[config.mk]
export PLATFORM = sky130hd
export DESIGN_NAME = updn_timer
export DESIGN_NICKNAME = d
export VERILOG_FILES = /design/src/rtl/updn_timer_pkg.sv /design/src/rtl/pin_fall_detect.sv /design/src/rtl/updn_timer_ctrl.sv /design/src/rtl/updn_timer_dp.sv /design/src/rtl/updn_timer.sv
export SDC_FILE = /design/constraint.sdc
export NUM_CORES = 1
export LEC_CHECK = 0
export ABC_CLOCK_PERIOD_IN_PS = 4900
export BUFFER_PORTS_ARGS = -buffer_cell sky130_fd_sc_hd__buf_2
export CAP_MARGIN = 10
export CORE_UTILIZATION = 55
export CTS_CLUSTER_DIAMETER = 150
export CTS_CLUSTER_SIZE = 12
export DETAILED_ROUTE_END_ITERATION = 7
export GPL_ROUTABILITY_DRIVEN = 0
export HOLD_SLACK_MARGIN = 0.1
export PLACE_DENSITY = 0.79
export SLEW_MARGIN = 10
export SYNTH_ARGS = -nofsm -noshare
export SYNTH_HDL_FRONTEND = slang
export SYNTH_HIERARCHICAL = 1
export SYNTH_SLANG_ARGS = --single-unit
[constraint.sdc]
create_clock -name clk -period 4.9 [get_ports clk]
set_clock_uncertainty 0.1 [all_clocks]
set_input_delay 0.98 -clock clk [delete_from_list [all_inputs] [get_ports clk]]
set_output_delay 0.98 -clock clk [all_outputs]
set_load 0.02 [all_outputs]
[src/rtl/updn_timer_pkg.sv]
package updn_timer_pkg;

  // Per-cycle strobes from control to datapath
  typedef struct packed {
    logic step;        // take a normal count step
    logic down;        // direction of that step
    logic loadReload;  // counter <= reload register
    logic loadAllOnes; // counter <= all ones
    logic setOvf;
    logic toggleExt;
    logic setExt;
    logic toggleOut;
  } tmrStrobe_t;

endpackage

[src/rtl/pin_fall_detect.sv]
module pin_fall_detect #(
  parameter int STAGES = 2
) (
  input  logic clk,
  input  logic rstN,
  input  logic pinIn,
  output logic level,
  output logic fall
);
  localparam int LAST = STAGES - 1;

  logic [LAST:0] chain;
  logic          prevQ;

  generate
    if (STAGES == 1) begin : g_one
      always_ff @(posedge clk or negedge rstN)
        if (!rstN) chain <= '0;
        else       chain <= pinIn;
    end else begin : g_many
      always_ff @(posedge clk or negedge rstN)
        if (!rstN) chain <= '0;
        else       chain <= {chain[LAST-1:0], pinIn};
    end
  endgenerate

  always_ff @(posedge clk or negedge rstN)
    if (!rstN) prevQ <= 1'b0;
    else       prevQ <= chain[LAST];

  assign level = chain[LAST];
  assign fall  = prevQ & ~chain[LAST];
endmodule

[src/rtl/updn_timer_ctrl.sv]
module updn_timer_ctrl
  import updn_timer_pkg::*;
(
  input  logic       runEn,
  input  logic       ctrSel,
  input  logic       capSel,
  input  logic       extEn,
  input  logic       downEn,
  input  logic       outEn,
  input  logic       tick,
  input  logic       cntFall,
  input  logic       extLevel,
  input  logic       extFall,
  input  logic       atAllOnes,
  input  logic       hitReload,
  output tmrStrobe_t strb
);
  logic advance;

  always_comb begin
    advance = runEn & ~capSel & (ctrSel ? cntFall : tick);
    strb    = '0;
    if (outEn) begin
      strb.setExt = extEn & extFall;
      if (advance) begin
        if (atAllOnes) begin
          strb.loadReload = 1'b1;
          strb.toggleOut  = ~ctrSel;
        end else begin
          strb.step = 1'b1;
        end
      end
    end else if (downEn) begin
      if (advance) begin
        if (extLevel) begin
          if (atAllOnes) begin
            strb.loadReload = 1'b1;
            strb.setOvf     = 1'b1;
            strb.toggleExt  = 1'b1;
          end else begin
            strb.step = 1'b1;
          end
        end else begin
          if (hitReload) begin
            strb.loadAllOnes = 1'b1;
            strb.setOvf      = 1'b1;
            strb.toggleExt   = 1'b1;
          end else begin
            strb.step = 1'b1;
            strb.down = 1'b1;
          end
        end
      end
    end else if (advance) begin
      if (atAllOnes) begin
        strb.loadReload = 1'b1;
        strb.setOvf     = 1'b1;
      end else begin
        strb.step = 1'b1;
      end
    end
  end
endmodule

[src/rtl/updn_timer_dp.sv]
module updn_timer_dp
  import updn_timer_pkg::*;
#(
  parameter int WIDTH = 16
) (
  input  logic             clk,
  input  logic             rstN,
  input  tmrStrobe_t       strb,
  input  logic             ldCount,
  input  logic             ldReload,
  input  logic [WIDTH-1:0] wrData,
  input  logic             clrOvf,
  input  logic             clrExt,
  output logic [WIDTH-1:0] count,
  output logic             ovfFlag,
  output logic             extFlag,
  output logic             clkOut,
  output logic             atAllOnes,
  output logic             hitReload
);
  localparam logic [WIDTH-1:0] ALL_ONES = {WIDTH{1'b1}};
  localparam logic [WIDTH-1:0] ONE      = {{(WIDTH-1){1'b0}}, 1'b1};

  logic [WIDTH-1:0] reloadQ;
  logic [WIDTH-1:0] decVal;
  logic [WIDTH-1:0] countNext;

  assign decVal    = count - ONE;
  assign atAllOnes = (count == ALL_ONES);
  assign hitReload = (decVal == reloadQ);

  always_comb begin
    if (ldCount)               countNext = wrData;
    else if (strb.loadReload)  countNext = reloadQ;
    else if (strb.loadAllOnes) countNext = ALL_ONES;
    else if (strb.step)        countNext = strb.down ? decVal : count + ONE;
    else                       countNext = count;
  end

  always_ff @(posedge clk or negedge rstN) begin
    if (!rstN) begin
      count   <= '0;
      reloadQ <= '0;
      ovfFlag <= 1'b0;
      extFlag <= 1'b0;
      clkOut  <= 1'b0;
    end else begin
      count   <= countNext;
      if (ldReload) reloadQ <= wrData;
      ovfFlag <= strb.setOvf | (ovfFlag & ~clrOvf);
      extFlag <= strb.setExt | ((extFlag & ~clrExt) ^ strb.toggleExt);
      clkOut  <= clkOut ^ strb.toggleOut;
    end
  end
endmodule

[src/rtl/updn_timer.sv]
module updn_timer
  import updn_timer_pkg::*;
#(
  parameter int WIDTH       = 16,
  parameter int SYNC_STAGES = 2
) (
  input  logic             clk,
  input  logic             rstN,
  input  logic             runEn,
  input  logic             ctrSel,
  input  logic             capSel,
  input  logic             extEn,
  input  logic             downEn,
  input  logic             outEn,
  input  logic             tick,
  input  logic             cntPin,
  input  logic             extPin,
  input  logic             ldCount,
  input  logic             ldReload,
  input  logic [WIDTH-1:0] wrData,
  input  logic             clrOvf,
  input  logic             clrExt,
  output logic [WIDTH-1:0] count,
  output logic             ovfFlag,
  output logic             extFlag,
  output logic             clkOut
);
  tmrStrobe_t strb;
  logic cntLevel, cntFall, extLevel, extFall, atAllOnes, hitReload;

  pin_fall_detect #(.STAGES(SYNC_STAGES)) u_cntSync (
    .clk(clk), .rstN(rstN), .pinIn(cntPin), .level(cntLevel), .fall(cntFall));

  pin_fall_detect #(.STAGES(SYNC_STAGES)) u_extSync (
    .clk(clk), .rstN(rstN), .pinIn(extPin), .level(extLevel), .fall(extFall));

  updn_timer_ctrl u_ctrl (
    .runEn(runEn), .ctrSel(ctrSel), .capSel(capSel), .extEn(extEn),
    .downEn(downEn), .outEn(outEn), .tick(tick), .cntFall(cntFall),
    .extLevel(extLevel), .extFall(extFall), .atAllOnes(atAllOnes),
    .hitReload(hitReload), .strb(strb));

  updn_timer_dp #(.WIDTH(WIDTH)) u_dp (
    .clk(clk), .rstN(rstN), .strb(strb), .ldCount(ldCount),
    .ldReload(ldReload), .wrData(wrData), .clrOvf(clrOvf), .clrExt(clrExt),
    .count(count), .ovfFlag(ovfFlag), .extFlag(extFlag), .clkOut(clkOut),
    .atAllOnes(atAllOnes), .hitReload(hitReload));

  logic unusedCntLevel;
  assign unusedCntLevel = cntLevel;
endmodule

## After elaboration in Yosys (flattened, before gate mapping)

Cells that the tools add are included.

| operators by class | value |
|---|---|
| add/subtract/negate cells | 2 |
| eq/ne operators | 2 |
| mux-type cells | 32 |
| bitwise gates (word level) | 17 |
| reductions and logical operators | 1 |

Operators with widths:

| kind | count |
|---|---|
| 2-to-1 mux 16 bit | 5 |
| 2-to-1 mux 1 bit | 20 |
| adder 16 x 1 -> 16 bit, second input constant | 1 |
| == test 16 bit | 1 |
| == test 16 bit, second input constant | 1 |
| subtractor 16 x 1 -> 16 bit, second input constant | 1 |
| 2-to-1 mux 2 bit | 4 |
| bitwise AND 1 bit | 7 |
| 2-to-1 mux 3 bit | 2 |
| 2-to-1 mux 6 bit | 1 |
| inverter 1 bit | 6 |
| nonzero test 4 bit | 1 |
| OR 1 bit | 2 |
| bitwise XOR 1 bit | 2 |

| word-level totals | value |
|---|---|
| register bits | 41 |
| output and inout port bits | 19 |

## Depth between registers and ports, before layout

Gate-level depths: netlist (run 1).

| depth | value |
|---|---|
| word-level depth | 12 |
| gate-level depth with buffers | 18 |

## Modules after synthesis

Netlist (run 1), hierarchy kept.

Modules (own cells, without submodules):

| module | times used | cells each | area an instance (um2) |
|---|---|---|---|
| updn_timer_dp | 1 | 300 | 2546.2 |
| pin_fall_detect | 2 | 4 | 88.8 |
| updn_timer_ctrl | 1 | 18 | 142.6 |

## Least setup slack after synthesis (run 1)

Ideal clock, no wire load.

| timing path | value |
|---|---|
| path type | reg-to-reg |
| from | register u_dp.count[0] |
| to | register u_dp.count[3] |
| setup time | 126 ps |
| arrival | 3615 ps |
| required time | 4674 ps |
| setup slack | 1059 ps |
| stages on the path, launching flop included | 17 |
| path buffers | 4 |
| clock period less this slack | 3841 ps |
| cells stage by stage | dfrtp_1 > clkbuf_1 > inv_1 > ha_1 > nor3b_1 > buf_2 > nand3_1 > xnor2_1 > nor2_1 > nand4_1 > a2111oi_2 > and3_2 > or2_2 > clkbuf_1 > nor3_1 > clkbuf_1 > a221o_1 |

RTL lines:

| element | line | RTL |
|---|---|---|
| from (decl) | updn_timer_dp.sv:14 | `output logic [WIDTH-1:0] count,` |
| from (signal assigned) | updn_timer_dp.sv:48 | `count <= countNext;` |

==> results of run 1 <==
-- layer usage --
| metal | GRT usage (%) | vias to the layer above | wire [um] |
|---|---|---|---|
| met4 | 9.40 | 0 | 99 |
| met1 | 37.0 | 1273 | 2980 |
| met5 | 0 | - | 0 |
| met2 | 46.6 | 133 | 3440 |
| li1 | - | 1245 | - |
| met3 | 4.74 | 10 | 594 |
-- through the flow --
stage                     hold WS, ns  std cells  total power, mW  area [sq um]  util [%]
final                           0.265        429            0.949          3250      66.5
after global placement          0.236        421            0.623          3110      63.8
after CTS                       0.266        429            0.953          3250      66.5
after detailed placement        0.246        421            0.629          3110      63.8
after floorplan                 0.231        326            0.565          2870         -
after global routing            0.272        429            0.994          3250      66.5
-- worst min-delay path by stage --
| stage | slack (ns) | cells past startpoint | end |
|---|---|---|---|
| 2_1_floorplan | 0.23 | 0 | u_cntSync/chain[1]$_DFF_PN0_ |
| 6_report | 0.26 | 0 | u_extSync/chain[1]$_DFF_PN0_ |
| 3_5_place_dp | 0.25 | 0 | u_extSync/chain[1]$_DFF_PN0_ |
| 5_1_grt | 0.27 | 0 | u_extSync/chain[1]$_DFF_PN0_ |
| 4_1_cts | 0.27 | 0 | u_extSync/chain[1]$_DFF_PN0_ |
| 3_3_place_gp | 0.24 | 0 | u_cntSync/chain[1]$_DFF_PN0_ |
-- power groups by stage --
| stage | sequential (mW) | combinational, mW | clock [mW] |
|---|---|---|---|
| floorplan | 0.414 | 0.151 | 0 |
| global placement | 0.425 | 0.197 | 0 |
| detailed placement | 0.427 | 0.202 | 0 |
| CTS | 0.420 | 0.203 | 0.329 |
| global route | 0.428 | 0.224 | 0.342 |
| finish | 0.422 | 0.204 | 0.323 |
-- Yosys cell counts (2+ instances only) --
cell      instances  area (sq um)
a221oi_1          6          52.6
xnor2_1          19           166
and4_1            2          17.5
or2_2             2          12.5
a21oi_1           8          40.0
and4b_1           2          20.0
a22oi_1           8          60.1
nor4_1            4          25.0
nand3_1          12          60.1
nor3b_1           2          15.0
nand2_1          29           109
a221o_1           5          50.1
a211oi_1          3          22.5
nor2b_4           2          27.5
nand3b_1          2          15.0
mux2i_1           2          20.0
clkbuf_1         18          67.6
dfrtp_1          41          1030
inv_1            17          63.8
nor2_1           11          41.3
xor2_1           19           166
o21ai_0          33           165
o211ai_1          3          22.5
buf_6             2          22.5
nor3_1           12          60.1
buf_1             2          7.51
and3_2            3          22.5
mux2_2            5          56.3
ha_1              2          25.0
nor2b_1           7          43.8
buf_2             3          15.0
and3_1            2          12.5
nand4_1           7          43.8
o22ai_1           8          50.1
-- flip-flops by register name, indices dropped and copies added (netlist names), 2 cells and up --
name and cells:
u_dp/reloadQ 16, u_cntSync/chain 2, u_extSync/chain 2, u_dp/count 16
-- final cells by class --
type | count | area, sq um
Tap cell | 67 | 83.8
Fill cell | 412 | 1630
Inverter | 17 | 63.8
Clock inverter | 3 | 65.1
Clock buffer | 5 | 68.8
Multi-Input combinational cell | 242 | 1660
Timing Repair Buffer | 54 | 283
Sequential cell | 41 | 1030
-- critical path, stage by stage, from the launching register on --
cell and delay (ns):
dfrtp_1 0.51, inv_1 0.10, ha_1 0.21, nor3b_1 0.22, buf_4 0.24, nand4_1 0.18
xnor2_1 0.18, nor3_1 0.23, nand4_1 0.16, a2111oi_2 0.50, nor3_1 0.18, buf_4 0.20
and3b_1 0.26, nand2_1 0.17, o2bb2ai_2 0.17, xnor2_1 0.13, a221oi_1 0.09, a221o_1 0.29
-- logic make-up (layout without fill, tap and decap cells) --
family | Yosys count | in the layout | synth area share, %
compound gates | 85 | 85 | 19.9
xor+xnor | 38 | 38 | 11.6
fa+ha+maj | 2 | 2 | 0.873
buf+inv | 43 | 79 | 6.42
flops | 41 | 41 | 35.8
mux | 8 | 8 | 3.19
simple gates | 109 | 109 | 22.3
==> results.json, run 1 <==
{
  "power.switching_mw": 0.289,
  "cts_root_buf": "clkbuf_8",
  "vias": 2661,
  "crit_type": "flop to flop",
  "status": "complete, no violations",
  "setup_ws_ns": 0.686,
  "grt_max_degree": 42,
  "power_frac_comb_pct": 21.5,
  "finalSetupViolations": 0,
  "final_nets": 394,
  "die_y_um": 74.2,
  "start_util_pct": 58.7,
  "area_delta_synth_final_pct": 13.3,
  "yosys.cell_types.count": 57,
  "vias_per_cell": 6.20,
  "antenna_found_initial": 0,
  "r2r_cells": 17,
  "wl_um": 7110,
  "rr_endpoint": "u_dp/count[11]$_DFFE_PN0P_",
  "final_common_cell": "buf_2",
  "clkTransAtPathRegs_ns": 0.08,
  "place_ws_ns": 0.777,
  "synth_fp_nets": 359,
  "slew_viol_final": 0,
  "seq_power_share_pct": 44.4,
  "ys.warnings.count": 6,
  "end_kind": "flop",
  "timing.setup.tns_ns": 0,
  "fin_crit_sh_pct": 86.0,
  "p_sw_share_pct": 30.5,
  "synth_area_per_cell_sq_um": 8.79,
  "core_sq_mm": 0.00488,
  "drive_gt1_share_pct": 22.1,
  "die-width_um": 74.2,
  "grt_first_pass_wirelength_um": 11600,
  "max_freq_mhz": 237,
  "postCtsSetupRepairBufs": 0,
  "h-tree-depth": 2,
  "cp-startpoint": "u_dp/count[0]$_DFFE_PN0P_",
  "overflow": 0,
  "drcViolationCount": 0,
  "slew_headroom_pct": 39.0,
  "cts_resized": 0,
  "cts_tree": "built",
  "grt_usage_pct": 28.0,
  "antenna_cells": 0,
  "fin_crit_ns": 4.21,
  "min_from": "u_extSync/chain[0]$_DFF_PN0_",
  "critPathMaxFanout": 14,
  "maxCapViolations": 0,
  "start_kind": "flop",
  "row_count": 25,
  "cts_inserted_buffers": 5,
  "leakage_nw": 1.40,
  "synth_edf_count": 0,
  "ys_async_sr_fraction_pct": 100,
  "critPathArrivalTime_ns": 4.30,
  "layout_common_cells": "buf_2 (49), dfrtp_1 (41), o21ai_0 (33)",
  "postCtsHoldBufs": 0,
  "ios": 50,
  "cp-endpoint": "u_dp/count[11]$_DFFE_PN0P_",
  "synth_ff_type": "dfrtp_1",
  "netlist_area_sq_mm": 0.00287,
  "rsz0062_at_grt": "no",
  "power.density_mw_per_mm2": 292,
  "die-area_sq_mm": 0.00550,
  "io_buffers": 49,
  "min_path_type": "flop to flop",
  "drt-wirelength-per-cell_um": 16.6,
  "clock_latency_ns": 0.29,
  "p_clk_share_pct": 34.1,
  "final_hold_viol_count": 0,
  "yosysSeqAreaShare_pct": 35.8,
  "clockBufferDepth": 2,
  "dp_hpwl_um": 4970,
  "critPathRequiredTime_ns": 4.98,
  "tightest_slew_ns": 0.915,
  "vdd_drop_max_v": 0.000199,
  "r2r_start": "u_dp/count[0]$_DFFE_PN0P_",
  "cts.sink_count": 41,
  "firstDrtPassIters": 5,
  "p_int_mw": 0.659,
  "final_antenna_net_count": 0,
  "syn_inst": 326,
  "drtIter0Drc": 232,
  "yosys_register_bits": 41,
  "regToRegSetupSlack_ns": 0.69,
  "grt_pass1_vias": 2380
}
Note: power is estimated with default switching activity, not from simulation.
==> run 2: changes to the inputs <==
==> constraint.sdc (replaced) <==
create_clock -name clk -period 4.9 [get_ports clk]
set_clock_uncertainty 0.1 [all_clocks]
set_input_delay 0.245 -clock clk [delete_from_list [all_inputs] [get_ports clk]]
set_output_delay 0.245 -clock clk [all_outputs]
set_load 0.02 [all_outputs]
==> results.json, run 2 (synthesis gave the netlist of run 1 again) <==
{
  "dp_hpwl_um": 4970,
  "clkTransAtPathRegs_ns": 0.08,
  "maxCapViolations": 0,
  "place_ws_ns": 0.777,
  "grt_pass1_vias": 2480,
  "tightest_slew_ns": 0.914,
  "fin_crit_ns": 4.25,
  "die_y_um": 74.2,
  "h-tree-depth": 2,
  "antenna_cells": 0,
  "power.density_mw_per_mm2": 280,
  "leakage_nw": 1.48,
  "crit_type": "flop to flop",
  "final_common_cell": "buf_2",
  "vias_per_cell": 6.07,
  "top_regs": "u_dp/count (16), u_dp/reloadQ (16)",
  "drtIter0Drc": 257,
  "final_antenna_net_count": 0,
  "fin_crit_sh_pct": 86.7,
  "critPathRequiredTime_ns": 4.98,
  "drive_gt1_share_pct": 21.1,
  "die-area_sq_mm": 0.00550,
  "core_sq_mm": 0.00488,
  "area_delta_synth_final_pct": 19.6,
  "timing.setup.tns_ns": 0,
  "slowest_delay_ns": 0.51,
  "layout.cells.non_filler": 447,
  "grt_first_pass_wirelength_um": 11900,
  "grt_usage_pct": 28.7,
  "drcViolationCount": 0,
  "finalSetupViolations": 0,
  "whs_ns": 0.119,
  "fillerInstances": 395,
  "vias": 2715,
  "firstDrtPassIters": 5,
  "max_freq_mhz": 235,
  "final_nets": 412,
  "slew_viol_final": 0,
  "cts_root_buf": "clkbuf_8",
  "overflow": 0,
  "setup_ws_ns": 0.651,
  "cts_tree": "built",
  "holdPathStages": 3,
  "cts_resized": 0,
  "final_util_pct": 70.2,
  "start_kind": "flop",
  "drt-wirelength-per-cell_um": 16.3,
  "cp.buffers_inverters": 3,
  "antenna_found_initial": 0,
  "path_depth": 17,
  "rsz0062_at_grt": "no",
  "clock_latency_ns": 0.29,
  "r2r_cells": 17,
  "critPathArrivalTime_ns": 4.33,
  "min_path_type": "input pin to flop",
  "cp_top_family": "simple AND/OR/NAND/NOR gates",
  "slew_headroom_pct": 39.1,
  "cts.sink_count": 41,
  "vdd_drop_max_v": 0.000199,
  "row_count": 25,
  "cts_inserted_buffers": 5,
  "cp_slowest_cell": "dfrtp_1",
  "status": "complete, no violations",
  "wl_um": 7290,
  "start_util_pct": 58.7,
  "ios": 50,
  "post-place-cells": 421,
  "clockBufferDepth": 2,
  "die-width_um": 74.2,
  "layout_common_cells": "buf_2 (49), dfrtp_1 (41), o21ai_0 (33)",
  "critPathMaxFanout": 14,
  "grt_max_degree": 42,
  "final_hold_viol_count": 0,
  "path_cells": "inv_1 > ha_1 > nor3b_1 > buf_4 > nand4_1 > xnor2_1 > nor3_1 > nand4_1 > a2111oi_2 > nor3_1 > buf_4 > and3b_1 > nand2_1 > o2bb2ai_2 > xnor2_1 > a221oi_1 > a221o_1",
  "end_kind": "flop",
  "io_buffers": 49
}
[run 2: layer usage]
metal / GRT usage, % / share of wire, %
met1: 37.9 / 42
met3: 4.74 / 8.2
met5: 0 / 0
met4: 9.40 / 1.2
met2: 48.1 / 49
[run 2: what timing repair did]
item	CTS	global route
buffers inserted	0	0
hold buffers	18	0
endpoints found under the hold margin	61	0
[run 2: metrics by stage]
stage	power (mW)	instance area (sq um)
finish	0.960	3430
detailed placement	0.629	3110
global route	1.01	3430
global placement	0.623	3110
floorplan	0.565	2870
CTS	0.963	3430
[run 2: path summary, 6_finish.rpt]
check                           slack, ns                      endpoint                    startpoint
worst max-delay path                 0.65    u_dp/count[11]$_DFFE_PN0P_     u_dp/count[0]$_DFFE_PN0P_
worst min-delay path                 0.12        u_dp/ovfFlag$_DFF_PN0_                        clrOvf
worst max register to register       0.65    u_dp/count[11]$_DFFE_PN0P_     u_dp/count[0]$_DFFE_PN0P_
worst min register to register       0.26  u_extSync/chain[1]$_DFF_PN0_  u_extSync/chain[0]$_DFF_PN0_
max in group asynchronous            3.62     u_dp/count[4]$_DFFE_PN0P_                          rstN
min in group asynchronous            0.52     u_dp/count[0]$_DFFE_PN0P_                          rstN
[run 2: worst reg2reg max path: stages, from the launching register on]
cell	delay, ns
dfrtp_1	0.51
inv_1	0.10
ha_1	0.22
nor3b_1	0.22
buf_4	0.23
nand4_1	0.18
xnor2_1	0.18
nor3_1	0.23
nand4_1	0.17
a2111oi_2	0.51
nor3_1	0.18
buf_4	0.20
and3b_1	0.26
nand2_1	0.18
o2bb2ai_2	0.18
xnor2_1	0.13
a221oi_1	0.09
a221o_1	0.29
[run 2: report_power, final]
part	internal (mW)	switching (mW)
logic	0.100	0.116
registers	0.366	0.0549
clock network	0.202	0.121
total	0.669	0.292
[run 2: area by class of cell]
cell class	count	area, sq um	share of cell area (%)
inverter	17	63.8	1.86
multi-input combinational	242	1660	48.3
timing repair buffer	72	463	13.5
sequential	41	1030	29.9
clock inverter	3	65.1	1.90
clock buffer	5	68.8	2.01
tap	67	83.8	2.45
